`src/rtl/tmt_pkg.sv`:
```
package tmt_pkg;
  typedef enum logic [1:0] {
    FN_EVENT = 2'd0,
    FN_PWM   = 2'd1,
    FN_CAPT  = 2'd2
  } tmt_fn_e;

  localparam int CTL_W  = 8;
  localparam int B_RUN  = 0;
  localparam int B_PA   = 1;
  localparam int B_EA   = 2;
  localparam int B_PB   = 3;
  localparam int B_EB   = 4;
  localparam int B_MODE = 5;

  localparam logic [1:0] A_CNT = 2'd0;
  localparam logic [1:0] A_RA  = 2'd1;
  localparam logic [1:0] A_RB  = 2'd2;
  localparam logic [1:0] A_CTL = 2'd3;

  // mode code m = {hi, mid, lo}; mid set = capture, hi set alone = pwm
  function automatic tmt_fn_e mode_fn(input logic [2:0] m);
    if (m[1])      return FN_CAPT;
    else if (m[2]) return FN_PWM;
    else           return FN_EVENT;
  endfunction
endpackage

```
`src/rtl/tmt_edge_sync.sv`:
```
module tmt_edge_sync #(
  parameter int STAGES = 2
) (
  input  logic clk,
  input  logic rst_n,
  input  logic pin,
  output logic rise,
  output logic fall
);
  logic [STAGES:0] sh_q;

  always_ff @(posedge clk) begin
    if (!rst_n) sh_q <= '0;
    else        sh_q <= {sh_q[STAGES-1:0], pin};
  end

  assign rise = sh_q[STAGES-1] & ~sh_q[STAGES];
  assign fall = ~sh_q[STAGES-1] & sh_q[STAGES];


  rise_pulse_chk: assert property (@(posedge clk) disable iff (!rst_n)
    rise |=> !rise);

  fall_pulse_chk: assert property (@(posedge clk) disable iff (!rst_n)
    fall |=> !fall);
endmodule

```
`src/rtl/tmt_ctrl.sv`:
```
module tmt_ctrl
  import tmt_pkg::*;
(
  input  logic             clk,
  input  logic             rst_n,
  input  logic             ctl_wr,
  input  logic [CTL_W-1:0] wr_byte,
  input  logic             set_a,
  input  logic             set_b,
  input  logic             set_c0,
  output logic [2:0]       mode,
  output tmt_fn_e          fn,
  output logic             run,
  output logic [CTL_W-1:0] ctl_q,
  output logic             irq_a,
  output logic             irq_b
);
  logic [2:0] mode_q;
  logic       c0_q, pa_q, ea_q, pb_q, eb_q;

  always_ff @(posedge clk) begin
    if (!rst_n) begin
      mode_q <= '0;
      c0_q   <= 1'b0;
      pa_q   <= 1'b0;
      ea_q   <= 1'b0;
      pb_q   <= 1'b0;
      eb_q   <= 1'b0;
    end else begin
      if (ctl_wr) begin
        mode_q <= wr_byte[B_MODE +: 3];
        ea_q   <= wr_byte[B_EA];
        eb_q   <= wr_byte[B_EB];
      end
      c0_q <= (ctl_wr ? wr_byte[B_RUN] : c0_q) | set_c0;
      pa_q <= (ctl_wr ? (pa_q & wr_byte[B_PA]) : pa_q) | set_a;
      pb_q <= (ctl_wr ? (pb_q & wr_byte[B_PB]) : pb_q) | set_b;
    end
  end

  assign mode = mode_q;
  assign fn   = mode_fn(mode_q);
  assign run  = c0_q;

  always_comb begin
    ctl_q              = '0;
    ctl_q[B_RUN]       = c0_q;
    ctl_q[B_PA]        = pa_q;
    ctl_q[B_EA]        = ea_q;
    ctl_q[B_PB]        = pb_q;
    ctl_q[B_EB]        = eb_q;
    ctl_q[B_MODE +: 3] = mode_q;
  end

  assign irq_a = ea_q & (pa_q | ((fn == FN_CAPT) & c0_q));
  assign irq_b = eb_q & pb_q;


  pend_a_hold_chk: assert property (@(posedge clk) disable iff (!rst_n)
    (pa_q && !(ctl_wr && !wr_byte[B_PA])) |=> pa_q);

  set_b_wins_chk: assert property (@(posedge clk) disable iff (!rst_n)
    set_b |=> pb_q);

  set_c0_wins_chk: assert property (@(posedge clk) disable iff (!rst_n)
    set_c0 |=> c0_q);
endmodule

```
`src/rtl/tmt_core.sv`:
```
module tmt_core
  import tmt_pkg::*;
#(
  parameter int CNT_W = 16
) (
  input  logic             clk,
  input  logic             rst_n,
  input  tmt_fn_e          fn,
  input  logic [2:0]       mode,
  input  logic             run,
  input  logic             wr_en,
  input  logic [1:0]       wr_addr,
  input  logic [CNT_W-1:0] wr_data,
  input  logic [1:0]       rise,
  input  logic [1:0]       fall,
  output logic [CNT_W-1:0] cnt_q,
  output logic [CNT_W-1:0] ra_q,
  output logic [CNT_W-1:0] rb_q,
  output logic             txa_out,
  output logic             set_a,
  output logic             set_b,
  output logic             set_c0
);
  localparam logic [CNT_W-1:0] ALL_ONES = {CNT_W{1'b1}};

  logic is_pwm, is_evt, is_capt;
  logic cnt_wr, ra_wr, rb_wr;
  logic a_evt_edge, capt_a, capt_b;
  logic tick, uf, use_rb_q, txa_q;
  logic reload_a, reload_b;

  assign is_pwm  = (fn == FN_PWM);
  assign is_evt  = (fn == FN_EVENT);
  assign is_capt = (fn == FN_CAPT);

  assign cnt_wr = wr_en && (wr_addr == A_CNT);
  assign ra_wr  = wr_en && (wr_addr == A_RA);
  assign rb_wr  = wr_en && (wr_addr == A_RB);

  assign a_evt_edge = mode[0] ? fall[0] : rise[0];
  assign capt_a     = is_capt & (mode[0] ? fall[0] : rise[0]);
  assign capt_b     = is_capt & (mode[2] ? fall[1] : rise[1]);

  assign tick = is_capt | (is_pwm & run) | (is_evt & run & a_evt_edge);
  assign uf   = tick & (cnt_q == '0) & ~cnt_wr;

  assign reload_a = is_pwm & uf & ~use_rb_q;
  assign reload_b = is_pwm & uf &  use_rb_q;

  always_ff @(posedge clk) begin
    if (!rst_n) begin
      cnt_q <= '0;
    end else if (cnt_wr) begin
      cnt_q <= wr_data;
    end else if (uf) begin
      unique case (fn)
        FN_PWM:   cnt_q <= use_rb_q ? rb_q : ra_q;
        FN_EVENT: cnt_q <= ra_q;
        default:  cnt_q <= ALL_ONES;
      endcase
    end else if (tick) begin
      cnt_q <= cnt_q - 1'b1;
    end
  end

  always_ff @(posedge clk) begin
    if (!rst_n)               use_rb_q <= 1'b0;
    else if (!(is_pwm & run)) use_rb_q <= 1'b0;
    else if (uf)              use_rb_q <= ~use_rb_q;
  end

  always_ff @(posedge clk) begin
    if (!rst_n)                  txa_q <= 1'b0;
    else if (is_pwm & uf & mode[0]) txa_q <= ~txa_q;
  end
  assign txa_out = txa_q;

  always_ff @(posedge clk) begin
    if (!rst_n)      ra_q <= '0;
    else if (ra_wr)  ra_q <= wr_data;
    else if (capt_a) ra_q <= cnt_q;
  end

  always_ff @(posedge clk) begin
    if (!rst_n)      rb_q <= '0;
    else if (rb_wr)  rb_q <= wr_data;
    else if (capt_b) rb_q <= cnt_q;
  end

  always_comb begin
    unique case (fn)
      FN_PWM: begin
        set_a = reload_a;
        set_b = reload_b;
      end
      FN_EVENT: begin
        set_a = uf;
        set_b = rise[1];
      end
      default: begin
        set_a = capt_a;
        set_b = capt_b;
      end
    endcase
  end
  assign set_c0 = is_capt & uf;


  capt_wrap_chk: assert property (@(posedge clk) disable iff (!rst_n)
    (is_capt && cnt_q == '0 && !cnt_wr) |=> (cnt_q == ALL_ONES));

  stopped_hold_chk: assert property (@(posedge clk) disable iff (!rst_n)
    (!run && !is_capt && !cnt_wr) |=> $stable(cnt_q));

  notoggle_hold_chk: assert property (@(posedge clk) disable iff (!rst_n)
    (!(is_pwm && mode[0])) |=> $stable(txa_out));
endmodule

```
`src/rtl/tri_mode_timer.sv`:
```
module tri_mode_timer
  import tmt_pkg::*;
#(
  parameter int CNT_W       = 16,
  parameter int SYNC_STAGES = 2
) (
  input  logic             clk,
  input  logic             rst_n,
  input  logic             wr_en,
  input  logic [1:0]       wr_addr,
  input  logic [CNT_W-1:0] wr_data,
  input  logic [1:0]       rd_addr,
  output logic [CNT_W-1:0] rd_data,
  input  logic             txa_in,
  input  logic             txb_in,
  output logic             txa_out,
  output logic             irq_a,
  output logic             irq_b
);
  localparam int NPINS = 2;

  logic [NPINS-1:0] pin_v, rise_v, fall_v;
  logic [CNT_W-1:0] cnt_q, ra_q, rb_q;
  logic [CTL_W-1:0] ctl_q;
  logic [2:0]       mode;
  tmt_fn_e          fn;
  logic             run, set_a, set_b, set_c0, ctl_wr;

  assign pin_v  = {txb_in, txa_in};
  assign ctl_wr = wr_en && (wr_addr == A_CTL);

  for (genvar p = 0; p < NPINS; p++) begin : g_pin
    tmt_edge_sync #(.STAGES(SYNC_STAGES)) u_sync (
      .clk  (clk),
      .rst_n(rst_n),
      .pin  (pin_v[p]),
      .rise (rise_v[p]),
      .fall (fall_v[p])
    );
  end

  tmt_ctrl u_ctrl (
    .clk    (clk),
    .rst_n  (rst_n),
    .ctl_wr (ctl_wr),
    .wr_byte(wr_data[CTL_W-1:0]),
    .set_a  (set_a),
    .set_b  (set_b),
    .set_c0 (set_c0),
    .mode   (mode),
    .fn     (fn),
    .run    (run),
    .ctl_q  (ctl_q),
    .irq_a  (irq_a),
    .irq_b  (irq_b)
  );

  tmt_core #(.CNT_W(CNT_W)) u_core (
    .clk    (clk),
    .rst_n  (rst_n),
    .fn     (fn),
    .mode   (mode),
    .run    (run),
    .wr_en  (wr_en),
    .wr_addr(wr_addr),
    .wr_data(wr_data),
    .rise   (rise_v),
    .fall   (fall_v),
    .cnt_q  (cnt_q),
    .ra_q   (ra_q),
    .rb_q   (rb_q),
    .txa_out(txa_out),
    .set_a  (set_a),
    .set_b  (set_b),
    .set_c0 (set_c0)
  );

  always_comb begin
    unique case (rd_addr)
      A_CNT:   rd_data = cnt_q;
      A_RA:    rd_data = ra_q;
      A_RB:    rd_data = rb_q;
      default: rd_data = {{(CNT_W-CTL_W){1'b0}}, ctl_q};
    endcase
  end
endmodule

```
`config.mk`:
```
export PLATFORM = sky130hd
export DESIGN_NAME = tri_mode_timer
export DESIGN_NICKNAME = d
export VERILOG_FILES = /design/src/rtl/tmt_pkg.sv /design/src/rtl/tmt_edge_sync.sv /design/src/rtl/tmt_ctrl.sv /design/src/rtl/tmt_core.sv /design/src/rtl/tri_mode_timer.sv
export SDC_FILE = /design/constraint.sdc
export NUM_CORES = 1
export LEC_CHECK = 0
export ABC_CLOCK_PERIOD_IN_PS = 4200
export BUFFER_PORTS_ARGS = -buffer_cell sky130_fd_sc_hd__buf_2
export CAP_MARGIN = 20
export CORE_UTILIZATION = 55
export DETAILED_ROUTE_END_ITERATION = 10
export GPL_ROUTABILITY_DRIVEN = 0
export PLACE_DENSITY = 0.76
export SYNTH_ARGS = -nofsm -noshare
export SYNTH_HDL_FRONTEND = slang
export SYNTH_SLANG_ARGS = --single-unit
```
`constraint.sdc`:
```
create_clock -name clk -period 4.2 [get_ports clk]
set_input_delay 0.42 -clock clk [delete_from_list [all_inputs] [get_ports clk]]
set_output_delay 0.42 -clock clk [all_outputs]
set_load 0.02 [all_outputs]
```
==> impl_metrics.ini <==
[run_status]
outcome = finished clean

[critical_path]
arrival_ps = 2820
critPathSlowestCell = or4_4
critical_path.cell_chain = or3_1 > or4_4 > or2_1 > a2111oi_0 > a211o_1 > a21oi_1
reg2reg_slack_ps = 1630
crit_buf_inv = 0
worstPathRequired_ps = 4450
r2r_start = u_core.cnt_q[4]$_SDFFE_PN0P_
cpLargestDelayFamily = simple AND/OR/NAND/NOR gates
path_class = reg2reg
critPathLaunch = u_core.cnt_q[4]$_SDFFE_PN0P_
slowest_delay_ps = 550
cp-start-kind = flip-flop
cp-end-kind = flip-flop
path_max_fanout = 11

[die]
io_pins = 44
die_h_um = 85.80
die-width_um = 85.80
initial_core_util = 0.5685
core_area_mm2 = 0.006794
rows = 30
die_area_mm2 = 0.007362

[place]
dpl.hpwl_um = 7177
placed_area_mm2 = 0.004051
port-buffer-count = 43
place_ws_ps = 1673

[timing]
whs_ps = 267.2
rsz0062_at_grt = false
min_period_ps = 2567
finalHoldViolCount = 0
fin_worst_skew_ps = 10.76
finalSetupViolations = 0
worst-slew-pin-transition_ps = 1056
setup_slack_ps = 1633
max_slew_margin = 0.2932
clock.fmax_mhz = 389.6
period_share = 0.6112
slew_viol_final = 0
final.setup.tns_ps = 0

[flow_run]
maxCapViolCount = 0

[clocking]
clk_latency_ps = 360
cts-root-buf = clkbuf_8
cts_max_level = 3
clock_path_buffers = 2
cts_resized = 0
cts_tree = done
cts_setup_buffers = 0
cts_hold_buf = 0
clk_pin_slew_ps = 80
cts_made_buffers = 9
cts_sinks = 64

[pwr]
switchingPower_uw = 511.5
p_leak_uw = 0.001870
p_seq_frac = 0.441
peakVddDrop_v = 0.0001995
pwr-share-clk = 0.340
combPwrFrac = 0.220
intPower_uw = 1040
power_density_mw_per_mm2 = 366.1
switching_share = 0.3296

[layout]
final_cell_mix = dfxtp_1, mux2i_1, nor2_1, buf_2, nand2_1
area_growth_pct = 9.751
n_fill_cell = 596
final_cell_area_mm2 = 0.004239
n_antenna_cell = 0
drive_gt1_frac = 0.1803
mostFrequentLayoutCell = dfxtp_1
num-nets-final = 499

[global_route]
grt_max_degree = 40
antenna_found_initial = 0
grt_pass1_vias = 3371
grtUsageTotal = 0.3075
grt_pass1_wl_um = 17490
gr-total-overflow = 0

[synthesis]
synth_nets = 483
syn_area_mm2 = 0.003862
yosysWarnings = 0
synth_compound_area_frac = 0.2138
synth_top_area_cell = dfxtp_1
synth.area.top_cells = dfxtp_1, mux2i_1, a211oi_1
muxShareOfSynthArea = 0.1727
synth-edff-count = 0
synth_area_per_cell_um2 = 8.470
synth_seq_area_share = 0.3317
synth_top_family_by_area = compound AO/OA/AOI/OAI gates
synthXorXnorAreaFrac = 0.01361
async_flop_share = 0
synthAdderAreaFrac = 0.006479
yosysTopAreaCellShare = 0.3317
synth.distinct_cells = 58
yosys.area_share.simple = 0.2073
synth_ff_type = dfxtp_1
syn_inst = 456
ys_ff_latch = 64

[detailed_routing]
antenna_left = 0
drc = 0
wl_met2_um = 5177
vias = 3693
wl_per_cell_um = 19.13
drt_wl_total_um = 10960
wl_met3_um = 728
drt-met1-wl_um = 4880
dr.pass1.iters = 5
drt_iter0_markers = 275
routed.top_layer = met4
avgViaCountPerCell = 6.445

[hold_path]
hp-class = in2reg
min-delay-start = txb_in
sequential cells by signal (all words and copies together) (netlist names), 3 cells and up:
signal,flops
u_core.cnt_q,16
g_pin.u_sync.sh_q,6
u_ctrl.mode,3
u_core.rb_q,16
u_core.ra_q,16
synth_stat cells (2+ instances only):
cell type  instances
nor2_1            45
o211ai_1           6
o41ai_1            3
clkbuf_1          32
nand4b_1           5
buf_2              3
nor2b_1            2
a211oi_1          28
nand3b_1           2
buf_6              4
a211o_1            2
xor2_1             3
a31oi_1            6
a21oi_2            2
nand3_1           21
nand4_1            4
or3_1              2
o211a_1            4
o31ai_1            4
or4_4              2
mux2_2             2
and2_1             7
nor3_1             5
xnor2_1            3
o21a_1             2
nand2_1           42
buf_1              5
dfxtp_1           64
o21ai_0           26
and3_1             6
nor3b_1            3
ha_1               2
inv_1              3
mux2i_1           46
a21oi_1           29
mux4_2             7
nor4_1             3
worst paths after layout:
path	end	cells past startpoint
setup / recovery	u_core.cnt_q[10]$_SDFFE_PN0P_	6
hold / removal	g_pin[1].u_sync.sh_q[0]$_SDFF_PN0_	2
setup reg to reg	u_core.cnt_q[10]$_SDFFE_PN0P_	6
hold reg to reg	g_pin[1].u_sync.sh_q[1]$_SDFF_PN0_	1
routing by layer:
metal / global-route usage / vias up
li1: - / 1735
met5: 0 / -
met2: 0.4909 / 160
met4: 0.1091 / 0
met1: 0.4161 / 1778
met3: 0.06064 / 20
worst register-to-register path, delay by kind of cell (launching register included):
kind / cells / cell delay, ps
compound gates: 3 / 600
flops: 1 / 400
simple gates: 3 / 1470
kinds of logic after synthesis:
logic type | Yosys count
adder cells (fa/ha/maj) | 2
AND/OR/NAND/NOR | 157
AO/OA/AOI/OAI | 124
multiplexers | 56
buffers and inverters | 47
XOR/XNOR | 6
flip-flops | 64
through the flow:
| step | total power [uW] | cells | utilization |
|---|---|---|---|
| after floorplan | 947.2 | 456 | - |
| after global placement | 1018 | 557 | 0.5963 |
| after detailed placement | 1026 | 557 | 0.5963 |
| after CTS | 1543 | 573 | 0.6239 |
| after global routing | 1617 | 573 | 0.6239 |
| final | 1552 | 573 | 0.6239 |
power by group through the flow:
| stage | clock, uW | sequential, uW | combinational [uW] |
|---|---|---|---|
| 6_report | 527 | 684 | 341 |
| 3_3_place_gp | 0 | 693 | 325 |
| 4_1_cts | 528 | 682 | 333 |
| 5_1_grt | 558 | 688 | 371 |
| 2_1_floorplan | 0 | 672 | 275 |
| 3_5_place_dp | 0 | 696 | 331 |
final cells by class:
cell class	instances	area, um^2	area share
Inverter	3	11.26	0.002656
Tap cell	96	120.1	0.02834
Clock inverter	6	60.06	0.01417
Clock buffer	10	127.6	0.03011
Sequential cell	64	1281	0.3022
Timing Repair Buffer	49	260.3	0.06139
Multi-Input combinational cell	345	2379	0.5611
Note: power is estimated with default switching activity, not from simulation.
